File: src/rtl/freq_match_pkg.sv
package freq_match_pkg;

   typedef enum logic [2:0] {
      ST_IDLE  = 3'd0,
      ST_FETCH = 3'd1,
      ST_DIV1  = 3'd2,
      ST_DIV2  = 3'd3,
      ST_DONE  = 3'd4
   } fm_state_e;

endpackage

File: src/rtl/freq_match_table.sv
module freq_match_table #(
   parameter int FW     = 32,
   parameter int LEVELS = 32,
   localparam int IDXW  = $clog2(LEVELS)
) (
   input  logic            clk,
   input  logic            rst_n,
   input  logic            wr_en,
   input  logic [IDXW-1:0] wr_addr,
   input  logic [FW-1:0]   wr_data,
   input  logic [IDXW-1:0] rd_addr,
   output logic [FW-1:0]   rd_data
);

   logic [FW-1:0] entry_q [LEVELS];

   for (genvar g = 0; g < LEVELS; g++) begin : g_entry
      always_ff @(posedge clk or negedge rst_n) begin
         if (!rst_n) begin
            entry_q[g] <= '0;
         end else if (wr_en && (wr_addr == IDXW'(g))) begin
            entry_q[g] <= wr_data;
         end
      end
   end

   always_comb begin
      rd_data = '0;
      for (int i = 0; i < LEVELS; i++) begin
         if (rd_addr == IDXW'(i)) rd_data = entry_q[i];
      end
   end

endmodule

File: src/rtl/freq_match_divider.sv
module freq_match_divider #(
   parameter int W     = 32,
   localparam int CW   = $clog2(W + 1)
) (
   input  logic         clk,
   input  logic         rst_n,
   input  logic         go_i,
   input  logic [W-1:0] num_i,
   input  logic [W-1:0] den_i,
   output logic         done_o,
   output logic [W-1:0] quo_o,
   output logic [W-1:0] rem_o
);

   logic [W-1:0]  part_q, quo_q, den_q;
   logic [CW-1:0] cnt_q;
   logic          run_q, done_q;
   logic [W:0]    trial;
   logic          take;
   logic [W-1:0]  part_n;

   always_comb begin
      trial  = {part_q, quo_q[W-1]};
      take   = (trial >= {1'b0, den_q});
      part_n = take ? W'(trial - {1'b0, den_q}) : trial[W-1:0];
   end

   always_ff @(posedge clk or negedge rst_n) begin
      if (!rst_n) begin
         part_q <= '0;
         quo_q  <= '0;
         den_q  <= '0;
         cnt_q  <= '0;
         run_q  <= 1'b0;
         done_q <= 1'b0;
      end else begin
         done_q <= 1'b0;
         if (go_i) begin
            part_q <= '0;
            quo_q  <= num_i;
            den_q  <= den_i;
            cnt_q  <= CW'(W);
            run_q  <= 1'b1;
         end else if (run_q) begin
            part_q <= part_n;
            quo_q  <= {quo_q[W-2:0], take};
            cnt_q  <= cnt_q - 1'b1;
            if (cnt_q == CW'(1)) begin
               run_q  <= 1'b0;
               done_q <= 1'b1;
            end
         end
      end
   end

   assign done_o = done_q;
   assign quo_o  = quo_q;
   assign rem_o  = part_q;

   // a finished division leaves a remainder below its divisor
   a_r3_rem_below_divisor: assert property (@(posedge clk) disable iff (!rst_n)
      done_o |-> (rem_o < den_q));

   // a new division is never launched over a running one
   a_r3_go_when_idle: assert property (@(posedge clk) disable iff (!rst_n)
      go_i |-> !run_q);

   // the divisor handed in is never zero
   a_r3_nonzero_divisor: assert property (@(posedge clk) disable iff (!rst_n)
      go_i |-> (den_i != '0));

endmodule

File: src/rtl/freq_match_ctrl.sv
module freq_match_ctrl
   import freq_match_pkg::*;
#(
   parameter int FW         = 32,
   parameter int LEVELS     = 32,
   parameter int FAST_EXACT = 1,
   localparam int IDXW      = $clog2(LEVELS),
   localparam int CNTW      = IDXW + 1
) (
   input  logic            clk,
   input  logic            rst_n,
   input  logic            start_i,
   input  logic [FW-1:0]   req_i,
   input  logic            exact_i,
   output logic [IDXW-1:0] ent_addr_o,
   input  logic [FW-1:0]   ent_data_i,
   output logic            dv_go_o,
   output logic [FW-1:0]   dv_num_o,
   output logic [FW-1:0]   dv_den_o,
   input  logic            dv_done_i,
   input  logic [FW-1:0]   dv_quo_i,
   input  logic [FW-1:0]   dv_rem_i,
   output logic            busy_o,
   output logic            done_o,
   output logic            err_o,
   output logic [IDXW-1:0] idx_o,
   output logic [FW-1:0]   freq_o,
   output logic [FW-1:0]   div_o
);

   fm_state_e       state_q;
   logic [CNTW-1:0] idx_q;
   logic [FW-1:0]   req_q, cur_q, prev_q, div_q;
   logic [FW-1:0]   best_err_q, best_freq_q, best_div_q;
   logic [IDXW-1:0] best_idx_q;
   logic            exact_q, found_q, dv_go_q, done_q, err_q;

   logic            fast_hit, table_end, eval_now;
   logic [FW-1:0]   ceil_div, cand_err, cand_div;

   // Variant choice: skip the second division when the first is exact
   if (FAST_EXACT != 0) begin : g_fast
      assign fast_hit = (dv_rem_i == '0);
   end else begin : g_full
      assign fast_hit = 1'b0;
   end

   assign ent_addr_o = idx_q[IDXW-1:0];
   assign table_end  = (idx_q == CNTW'(LEVELS)) || (ent_data_i == '0) ||
                       ((idx_q != '0) && (ent_data_i == prev_q));
   assign ceil_div   = dv_quo_i + FW'(dv_rem_i != '0);

   assign dv_go_o  = dv_go_q;
   assign dv_num_o = cur_q;
   assign dv_den_o = (state_q == ST_DIV2) ? div_q : req_q;

   always_comb begin
      eval_now = 1'b0;
      cand_err = '0;
      cand_div = div_q;
      if ((state_q == ST_DIV1) && dv_done_i && fast_hit) begin
         eval_now = 1'b1;
         cand_err = '0;
         cand_div = dv_quo_i;
      end else if ((state_q == ST_DIV2) && dv_done_i) begin
         eval_now = 1'b1;
         cand_err = req_q - dv_quo_i;
         cand_div = div_q;
      end
   end

   always_ff @(posedge clk or negedge rst_n) begin
      if (!rst_n) begin
         state_q     <= ST_IDLE;
         idx_q       <= '0;
         req_q       <= '0;
         cur_q       <= '0;
         prev_q      <= '0;
         div_q       <= '0;
         best_err_q  <= '1;
         best_freq_q <= '0;
         best_div_q  <= '0;
         best_idx_q  <= '0;
         exact_q     <= 1'b0;
         found_q     <= 1'b0;
         dv_go_q     <= 1'b0;
         done_q      <= 1'b0;
         err_q       <= 1'b0;
      end else begin
         dv_go_q <= 1'b0;
         done_q  <= 1'b0;
         err_q   <= 1'b0;
         unique case (state_q)
            ST_IDLE: begin
               if (start_i) begin
                  req_q       <= req_i;
                  exact_q     <= exact_i;
                  idx_q       <= '0;
                  prev_q      <= '0;
                  best_err_q  <= '1;
                  best_freq_q <= '0;
                  best_div_q  <= '0;
                  best_idx_q  <= '0;
                  found_q     <= 1'b0;
                  state_q     <= (req_i == '0) ? ST_DONE : ST_FETCH;
               end
            end
            ST_FETCH: begin
               if (table_end) begin
                  state_q <= ST_DONE;
               end else begin
                  cur_q   <= ent_data_i;
                  dv_go_q <= 1'b1;
                  state_q <= ST_DIV1;
               end
            end
            ST_DIV1: begin
               if (dv_done_i) begin
                  div_q <= ceil_div;
                  if (!fast_hit) begin
                     dv_go_q <= 1'b1;
                     state_q <= ST_DIV2;
                  end
               end
            end
            ST_DIV2: begin
               state_q <= ST_DIV2;
            end
            ST_DONE: begin
               done_q  <= 1'b1;
               err_q   <= !found_q || (exact_q && (best_err_q != '0));
               state_q <= ST_IDLE;
            end
            default: state_q <= ST_IDLE;
         endcase

         if (eval_now) begin
            if (cand_err < best_err_q) begin
               best_err_q  <= cand_err;
               best_freq_q <= cur_q;
               best_div_q  <= cand_div;
               best_idx_q  <= idx_q[IDXW-1:0];
               found_q     <= 1'b1;
            end
            if (cand_err == '0) begin
               state_q <= ST_DONE;
            end else begin
               idx_q   <= idx_q + 1'b1;
               prev_q  <= cur_q;
               state_q <= ST_FETCH;
            end
         end
      end
   end

   assign busy_o = (state_q != ST_IDLE);
   assign done_o = done_q;
   assign err_o  = err_q;
   assign idx_o  = best_idx_q;
   assign freq_o = best_freq_q;
   assign div_o  = best_div_q;

   // completion is reported only once the engine has gone idle
   a_r10_done_not_busy: assert property (@(posedge clk) disable iff (!rst_n)
      done_o |-> !busy_o);

   // done lasts exactly one cycle
   a_r10_done_pulse: assert property (@(posedge clk) disable iff (!rst_n)
      done_o |=> !done_o);

   // the failure flag never appears without done
   a_r10_err_with_done: assert property (@(posedge clk) disable iff (!rst_n)
      err_o |-> done_o);

   // within one search the best shortfall never grows
   a_r4_best_never_worse: assert property (@(posedge clk) disable iff (!rst_n)
      (busy_o && $past(busy_o)) |-> (best_err_q <= $past(best_err_q)));

   // the walk never goes past the table depth
   a_r1_idx_bound: assert property (@(posedge clk) disable iff (!rst_n)
      busy_o |-> (idx_q <= CNTW'(LEVELS)));

   // a successful result always carries a nonzero divider
   a_r3_div_nonzero: assert property (@(posedge clk) disable iff (!rst_n)
      (done_o && !err_o) |-> (div_o != '0));

   // a zero request never launches the divider
   a_r9_zero_req_no_div: assert property (@(posedge clk) disable iff (!rst_n)
      (busy_o && (req_q == '0)) |-> !dv_go_o);

endmodule

File: src/rtl/freq_match_search.sv
module freq_match_search #(
   parameter int FW         = 32,
   parameter int LEVELS     = 32,
   parameter int FAST_EXACT = 1,
   localparam int IDXW      = $clog2(LEVELS)
) (
   input  logic            clk,
   input  logic            rst_n,
   input  logic            tbl_wr_en,
   input  logic [IDXW-1:0] tbl_wr_addr,
   input  logic [FW-1:0]   tbl_wr_data,
   input  logic            start,
   input  logic [FW-1:0]   req_freq,
   input  logic            exact_mode,
   output logic            busy,
   output logic            done,
   output logic            err,
   output logic [IDXW-1:0] best_idx,
   output logic [FW-1:0]   best_freq,
   output logic [FW-1:0]   best_div
);

   if (FW < 2) begin : g_bad_fw
      $error("freq_match_search: FW must be at least 2");
   end
   if (LEVELS < 2) begin : g_bad_levels
      $error("freq_match_search: LEVELS must be at least 2");
   end
   if ((FAST_EXACT != 0) && (FAST_EXACT != 1)) begin : g_bad_fast
      $error("freq_match_search: FAST_EXACT must be 0 or 1");
   end

   logic [IDXW-1:0] ent_addr;
   logic [FW-1:0]   ent_data;
   logic            dv_go, dv_done;
   logic [FW-1:0]   dv_num, dv_den, dv_quo, dv_rem;

   freq_match_table #(.FW(FW), .LEVELS(LEVELS)) u_table (
      .clk     (clk),
      .rst_n   (rst_n),
      .wr_en   (tbl_wr_en),
      .wr_addr (tbl_wr_addr),
      .wr_data (tbl_wr_data),
      .rd_addr (ent_addr),
      .rd_data (ent_data)
   );

   freq_match_divider #(.W(FW)) u_div (
      .clk    (clk),
      .rst_n  (rst_n),
      .go_i   (dv_go),
      .num_i  (dv_num),
      .den_i  (dv_den),
      .done_o (dv_done),
      .quo_o  (dv_quo),
      .rem_o  (dv_rem)
   );

   freq_match_ctrl #(.FW(FW), .LEVELS(LEVELS), .FAST_EXACT(FAST_EXACT)) u_ctrl (
      .clk        (clk),
      .rst_n      (rst_n),
      .start_i    (start),
      .req_i      (req_freq),
      .exact_i    (exact_mode),
      .ent_addr_o (ent_addr),
      .ent_data_i (ent_data),
      .dv_go_o    (dv_go),
      .dv_num_o   (dv_num),
      .dv_den_o   (dv_den),
      .dv_done_i  (dv_done),
      .dv_quo_i   (dv_quo),
      .dv_rem_i   (dv_rem),
      .busy_o     (busy),
      .done_o     (done),
      .err_o      (err),
      .idx_o      (best_idx),
      .freq_o     (best_freq),
      .div_o      (best_div)
   );

endmodule

File: config.mk
export PLATFORM = sky130hd
export DESIGN_NAME = freq_match_search
export DESIGN_NICKNAME = d
export VERILOG_FILES = /design/src/rtl/freq_match_pkg.sv /design/src/rtl/freq_match_table.sv /design/src/rtl/freq_match_divider.sv /design/src/rtl/freq_match_ctrl.sv /design/src/rtl/freq_match_search.sv
export SDC_FILE = /design/constraint.sdc
export NUM_CORES = 2
export LEC_CHECK = 0
export BUFFER_PORTS_ARGS = -buffer_cell sky130_fd_sc_hd__buf_4
export CAP_MARGIN = 0
export CORE_UTILIZATION = 30
export CTS_CLUSTER_DIAMETER = 100
export DETAILED_ROUTE_END_ITERATION = 7
export PLACE_DENSITY = 0.41
export SETUP_SLACK_MARGIN = 0.05
export SYNTH_ARGS = -nofsm -noshare
export SYNTH_HDL_FRONTEND = slang
export SYNTH_SLANG_ARGS = --single-unit
File: constraint.sdc
create_clock -name clk -period 6.1 [get_ports clk]
set_clock_uncertainty 0.15 [all_clocks]
set_input_delay 0.61 -clock clk [delete_from_list [all_inputs] [get_ports clk]]
set_output_delay 0.61 -clock clk [all_outputs]
set_load 0.01 [all_outputs]
Yosys cells after proc, flatten, opt, wreduce, memory -nomap -nowiden. Index checks and enable logic that the tools add are counted. W data, S select, Z words.

Register bits after elaboration: 1371. Input port bits: 74. Output and inout port bits: 72. Logic and storage cells: 283.

Add/subtract/negate cells: 5. Magnitude comparators: 2. Eq/ne operators: 72. Muxes and demuxes: 93. Bitwise logic cells: 1. Reduce and logical (&&, ||, !) cells: 57.

Operators with widths (number): $mux W32 (57); $eq A5 B5 Y1 const B (32); $logic_not A32 Y1 (4); $eq A5 B4 Y1 const B (16); $reduce_bool A32 Y1 (2); $sub A32 B32 Y32 (2); $eq A5 B3 Y1 const B (8); $logic_and A1 B1 Y1 (37); $mux W6 (6); $ge A33 B32 Y1 (1); $add A32 B1 Y32 (1); $eq A32 B32 Y1 (1); $lt A32 B32 Y1 (1); $mux W3 (7); $eq A5 B2 Y1 const B (4); $mux W5 (4); $mux W1 (17); $pmux W3 S4 (1); $eq A5 B1 Y1 const B (2); $logic_not A5 Y1 (2); $add A6 B1 Y6 const B (1); $eq A3 B2 Y1 const B (2); $eq A6 B1 Y1 const B (1); $eq A6 B6 Y1 const B (1); 15 further kinds (20).

Longest topological paths before layout.
Word-level depth: 39. Mapped depth: 27. Mapped depth without buffers: 24.

Hierarchy. From an unflattened synthesis, not the netlist that was laid out.

Cell total of the unflattened synthesis: 6230. Area total of the unflattened synthesis: 69262.7 um^2.

By module, submodules not included: freq_match_table (instances 1, cells an instance 3899, area an instance 48496.5 um^2, seq. area each 25624.6 um^2); freq_match_ctrl (instances 1, cells an instance 1599, area an instance 14217.4 um^2, seq. area each 6120.9 um^2); freq_match_divider (instances 1, cells an instance 732, area an instance 6548.8 um^2, seq. area each 2602.5 um^2).

Worst setup path before layout. OpenSTA, ideal clock, no wires.

Kind: register to register. Start: reg u_div.quo_q[8] (netlist: u_div.quo_o[8]). End: reg u_ctrl.best_freq_q[13] (netlist: u_ctrl.freq_o[13]). Library setup time: 0.083 ns. Arrival time: 5.206 ns. Required time: 5.867 ns. Setup slack: 0.661 ns. Cell stages (with the launch flop): 26. Path buffers: 4. Period minus slack after synthesis: 5.439 ns. Path through: dfrtp_1 inv_1 ha_1 a21o_1 a2111oi_2 or2_2 clkbuf_1 a31oi_1 xnor2_1 nor2_1 ha_1 a21o_1 a21o_1 a21o_1 a21o_1 a21oi_1 nor2b_1 o21ai_0 o2111ai_1 a31o_2 a21oi_1 clkbuf_1 clkbuf_1 clkbuf_1 nand2_1 o21ai_0.

Longest elaborated chain between the ends: 6.

Ends and longest elaborated chain: start, declared (RTL line freq_match_divider.sv:15) `logic [W-1:0] part_q, quo_q, den_q;`; start signal, assigned (RTL line freq_match_divider.sv:40) `quo_q <= num_i;`; start signal, assigned (RTL line freq_match_divider.sv:46) `quo_q <= {quo_q[W-2:0], take};`; $sub A32 B32 Y32 (RTL line freq_match_ctrl.sv:67) `cand_err = req_q - dv_quo_i;`; $mux W32 (RTL line freq_match_ctrl.sv:65) `end else if ((state_q == ST_DIV2) && dv_done_i) begin`; $mux W32 (RTL line freq_match_ctrl.sv:61) `if ((state_q == ST_DIV1) && dv_done_i && fast_hit) begin`; $lt A32 B32 Y1 (RTL line freq_match_ctrl.sv:138) `if (cand_err < best_err_q) begin`; $mux W32 (RTL line freq_match_ctrl.sv:138); $mux W32 (RTL line freq_match_ctrl.sv:137) `if (eval_now) begin`; end signal, assigned (RTL line freq_match_ctrl.sv:140) `best_freq_q <= cur_q;`; end, declared (RTL line freq_match_ctrl.sv:34) `logic [FW-1:0] best_err_q, best_freq_q, best_div_q;`.

Every way passes these cells. A chain may end at the register's enable or synchronous reset.

Final worst setup path.
Start: reg u_ctrl.idx_q[1]. End: reg u_ctrl.cur_q[2] (netlist: u_ctrl.dv_num_o[2]).

Longest elaborated chain between the ends: 38. Elaborated cells between the ends (all ways): 73. Those cells by class: eq/ne (33); mux (32); bitwise (1); reduce/logical (7).

Ends and longest elaborated chain: start, declared (RTL line freq_match_ctrl.sv:32) `logic [CNTW-1:0] idx_q;`; start signal, assigned (RTL line freq_match_ctrl.sv:148) `idx_q <= idx_q + 1'b1;`; $logic_not A5 Y1 (RTL line freq_match_table.sv:30) `if (rd_addr == IDXW'(i)) rd_data = entry_q[i];`; $mux W32 (32 in series) (RTL line freq_match_table.sv:30); $eq A32 B32 Y1 or $logic_not A32 Y1 (tied branches) (RTL line freq_match_ctrl.sv:50, freq_match_ctrl.sv:49); $logic_and A1 B1 Y1 or $logic_or A1 B1 Y1 (tied branches) (RTL line freq_match_ctrl.sv:50, freq_match_ctrl.sv:49); $logic_or A1 B1 Y1 (RTL line freq_match_ctrl.sv:49) `assign table_end = (idx_q == CNTW'(LEVELS)) || (ent_data_i == '0) ||`; $not A1 Y1 (no source line); $reduce_and A2 Y1 (no source line); end signal, assigned (RTL line freq_match_ctrl.sv:112) `cur_q <= ent_data_i;`; end, declared (RTL line freq_match_ctrl.sv:33) `logic [FW-1:0] req_q, cur_q, prev_q, div_q;`.

Several ways; a longest one is shown, not always the timed one.

==> out/qor.yml <==
total_power_mw: 44.52
fin_crit_ns: 6.001
critPathTopFamily: "compound AO/OA/AOI/OAI gates"
overflow: 0
p_int_mw: 25.61
seqPwrFrac_pct: 31.0
synth_ff_type: "dfrtp_1"
yosys.area.top_type_share_pct: 47.35
sw_frac_of_total_pct: 42.47
crit_chain: "inv_1, ha_4, nand4bb_2, buf_12, nand2_1, buf_4, a21oi_1, o21ai_0, o211ai_1, a21oi_1, a2111oi_0, nand4_1, nor4_2, buf_4, nand4_1, nand4b_4, buf_12, mux2_2"
hold_class: "input port to register"
synthCells: 6669
grt_setup_unrepaired: "no"
hold_viol_final: 0
grt_max_degree: 136
hp-start: "tbl_wr_data[2]"
synthTopCellsByCount: "dfrtp_1, mux2_2, nand2_1"
worstSetupStartpoint: "u_ctrl.idx_q[1]$_DFF_PN0_"
antenna_found_initial: 28
synthArstFlopShare_pct: 100.0
setup-tns-final_ns: 0
ys_warn_count: 0
syn-mean-instance-area_sq_um: 10.61
critPathLaunchType: "register"
crit_buf_inv: 5
pin_count: 146
yosysUniqueCellTypes: 111
clkLatencyLatePin_ns: 0.85
ir_drop_uv: 346.7
clockRootBuffer: "clkbuf_16"
period_share_pct: 98.38
clk_pin_slew_ns: 0.06
vias_per_cell: 5.657
place.gp.congestion: 0.9070
syn_to_final_growth_pct: 17.90
ys_seq_area_share_pct: 48.54
clkPwrFrac_pct: 23.7
wire_per_inst_um: 30.93
cts_tree: "done"
fmax_mhz: 166.6
route.detailed.drc: 0
hpwl_um: 219200
cts_num_sinks: 1371
relSlewSlack_pct: 15.73
drive_gt1_share_pct: 29.06
port_buffers: 145
nNetsFinal: 7036
crit_path_top_delay_cell: "o211ai_1"
wirelength_um: 313500
clock_path_buffers: 3
cp_slowest_stage_delay_ns: 0.53
cts_buffers: 167
firstDrtPassIters: 6
syn-cell-area_sq_mm: 0.07077
grt_usage_pct: 26.12
grt_pass1_vias: 56168
tightest_slew_ns: 1.259
dieArea_sq_mm: 0.2378
crit_fanout: 28
drt_iter0_markers: 5859
fp.dieH_um: 487.7
core_sq_mm: 0.2336
outcome: "completed"
die_w_um: 487.7
setup_viol_count_final: 0
drv_slew: 0
worstPathRequired_ns: 6.68
ys_ff_latch: 1371
synth.area.top_cells: "dfrtp_1, mux2_2, nand2_1"
synth-edff-count: 0
p_switching_mw: 18.91
antenna_left: 0
rows: 177
timing.rr.start: "u_ctrl.idx_q[1]$_DFF_PN0_"
yosysTopAreaCell: "dfrtp_1"
grt_pass1_wl_um: 445800
syn_nets: 6849
endpoint_kind: "register"
htree_levels: 4
maxCapViolCount: 0
crit_arrival_ns: 6.58
crit_type: "register to register"
p_per_area_mw_per_mm2: 533.6
initial_core_util_pct: 30.29
pwr-share-comb_pct: 45.3
p_leak_nw: 37.23
vias: 57355
yosysMostFrequentCell: "dfrtp_1"
[stage by stage]
step	instances	hold slack, ns	instance area [sq um]	util (%)	setup WS (ns)
after floorplan	6669	0.1644	70770	-	0.6609
after global placement	9784	0.3070	77230	33.05	-1.045
after detailed placement	9784	0.3153	77230	33.06	-0.2097
after CTS	10127	0.05484	83350	35.67	0.08761
after global routing	10129	0.09363	83410	35.70	0.05003
final	10138	0.1279	83440	35.71	0.09881
[final timing paths]
check,to,slack [ns],cells past startpoint
max,u_ctrl.dv_num_o[2]$_DFFE_PN0P_,0.1,18
max reg2reg,u_ctrl.dv_num_o[2]$_DFFE_PN0P_,0.1,18
min reg2reg,u_ctrl.err_o$_DFF_PN0_,0.33,1
max in group asynchronous,u_ctrl.prev_q[22]$_DFF_PN0_,3.80,3
min in group asynchronous,u_table.entry_q[938]$_DFFE_PN0P_,0.26,2
min,u_table.entry_q[514]$_DFFE_PN0P_,0.13,3
[registers in the layout, summed over array words and instances (netlist names), 3 cells and up]
name / cells
u_div.cnt_q: 6
u_div.den_q: 32
u_ctrl.div_o: 32
u_ctrl.state_q: 3
u_ctrl.idx_o: 5
u_ctrl.prev_q: 32
u_ctrl.best_err_q: 32
u_div.quo_o: 32
u_ctrl.div_q: 32
u_ctrl.idx_q: 6
u_table.entry_q: 1024
u_div.rem_o: 32
u_ctrl.freq_o: 32
u_ctrl.req_q: 32
u_ctrl.dv_num_o: 32
[placed cells by master (no fill, tap or decap), types with 29 or more instances in the layout]
master and instances:
nand4_1 50, mux2_2 1051, o221ai_1 38, a21o_1 55, nor2_1 349, a22oi_1 29
dfrtp_1 1334, nor2b_1 42, and3_1 34, buf_12 34, nand3b_1 30, nand3_1 113
or3_1 36, clkbuf_1 31, nor3_1 110, o21a_1 33, xnor2_1 75, clkbuf_8 37
dlygate4sd3_1 34, nand2b_1 57, o21ai_0 379, nor4_1 46, a21oi_1 405, inv_1 200
a221oi_1 51, mux2i_1 99, dfstp_2 32, a211oi_1 62, a31oi_1 34, buf_4 490
nand2_1 563, o22ai_1 84, ha_1 99, clkinv_2 40, clkbuf_16 172, o211ai_1 44
[per-layer routing]
metal | GRT usage (%) | vias up | part of all wire, %
met1 | 39.50 | 30024 | 48
met2 | 37.55 | 2285 | 42
li1 | - | 24623 | -
met3 | 4.357 | 413 | 6.8
met4 | 7.734 | 10 | 3.0
met5 | 0 | - | 0.024
[worst reg2reg max path, cell delays in order (launching register included)]
cell	delay, ns
dfrtp_1	0.47
inv_1	0.17
ha_4	0.33
nand4bb_2	0.21
buf_12	0.25
nand2_1	0.33
buf_4	0.27
a21oi_1	0.41
o21ai_0	0.21
o211ai_1	0.53
a21oi_1	0.40
a2111oi_0	0.50
nand4_1	0.23
nor4_2	0.36
buf_4	0.18
nand4_1	0.17
nand4b_4	0.20
buf_12	0.19
mux2_2	0.35
[what timing repair did]
action,in CTS,in global routing
hold endpoints to repair,128,0
endpoints found under the setup margin,33,36
hold buffers,34,0
setup buffers,1,0
pin swaps,0,1
gates resized for setup,3,10
[power groups by stage]
stage	Clock (mW)	Sequential (mW)	Combinational, mW
2_1_floorplan	0	13.0	11.1
3_3_place_gp	0	13.9	19.7
3_5_place_dp	0	13.9	19.8
4_1_cts	10.8	13.8	19.9
5_1_grt	11.1	14.1	21.4
6_report	10.5	13.8	20.2
[logic make-up (layout without fill, tap and decap cells)]
group                      count (synthesis)  in the layout  share of synthesized area [%]
and+or+nand+nor                         1634           1634                          11.31
AOI/OAI and AO/OA                       1546           1546                          14.29
adders and majority gates                106            106                          1.895
other                                      0             11                              0
DFF                                     1371           1371                          48.54
xor gates and xnor gates                 100            100                          1.238
muxes                                   1165           1165                          18.44
buffers and inverters                    747           1073                          4.284
[final cells by class]
| class | instances | area (sq um) |
|---|---|---|
| clock inverter | 69 | 843.3 |
| sequential | 1371 | 34370 |
| fill | 23261 | 150200 |
| timing repair buffer | 561 | 4767 |
| inverter | 204 | 765.7 |
| tap | 3132 | 3919 |
| clock buffer | 239 | 4905 |
| antenna | 11 | 27.53 |
| multi-input combinational | 4551 | 33840 |
Note: power is estimated with default switching activity, not from simulation.
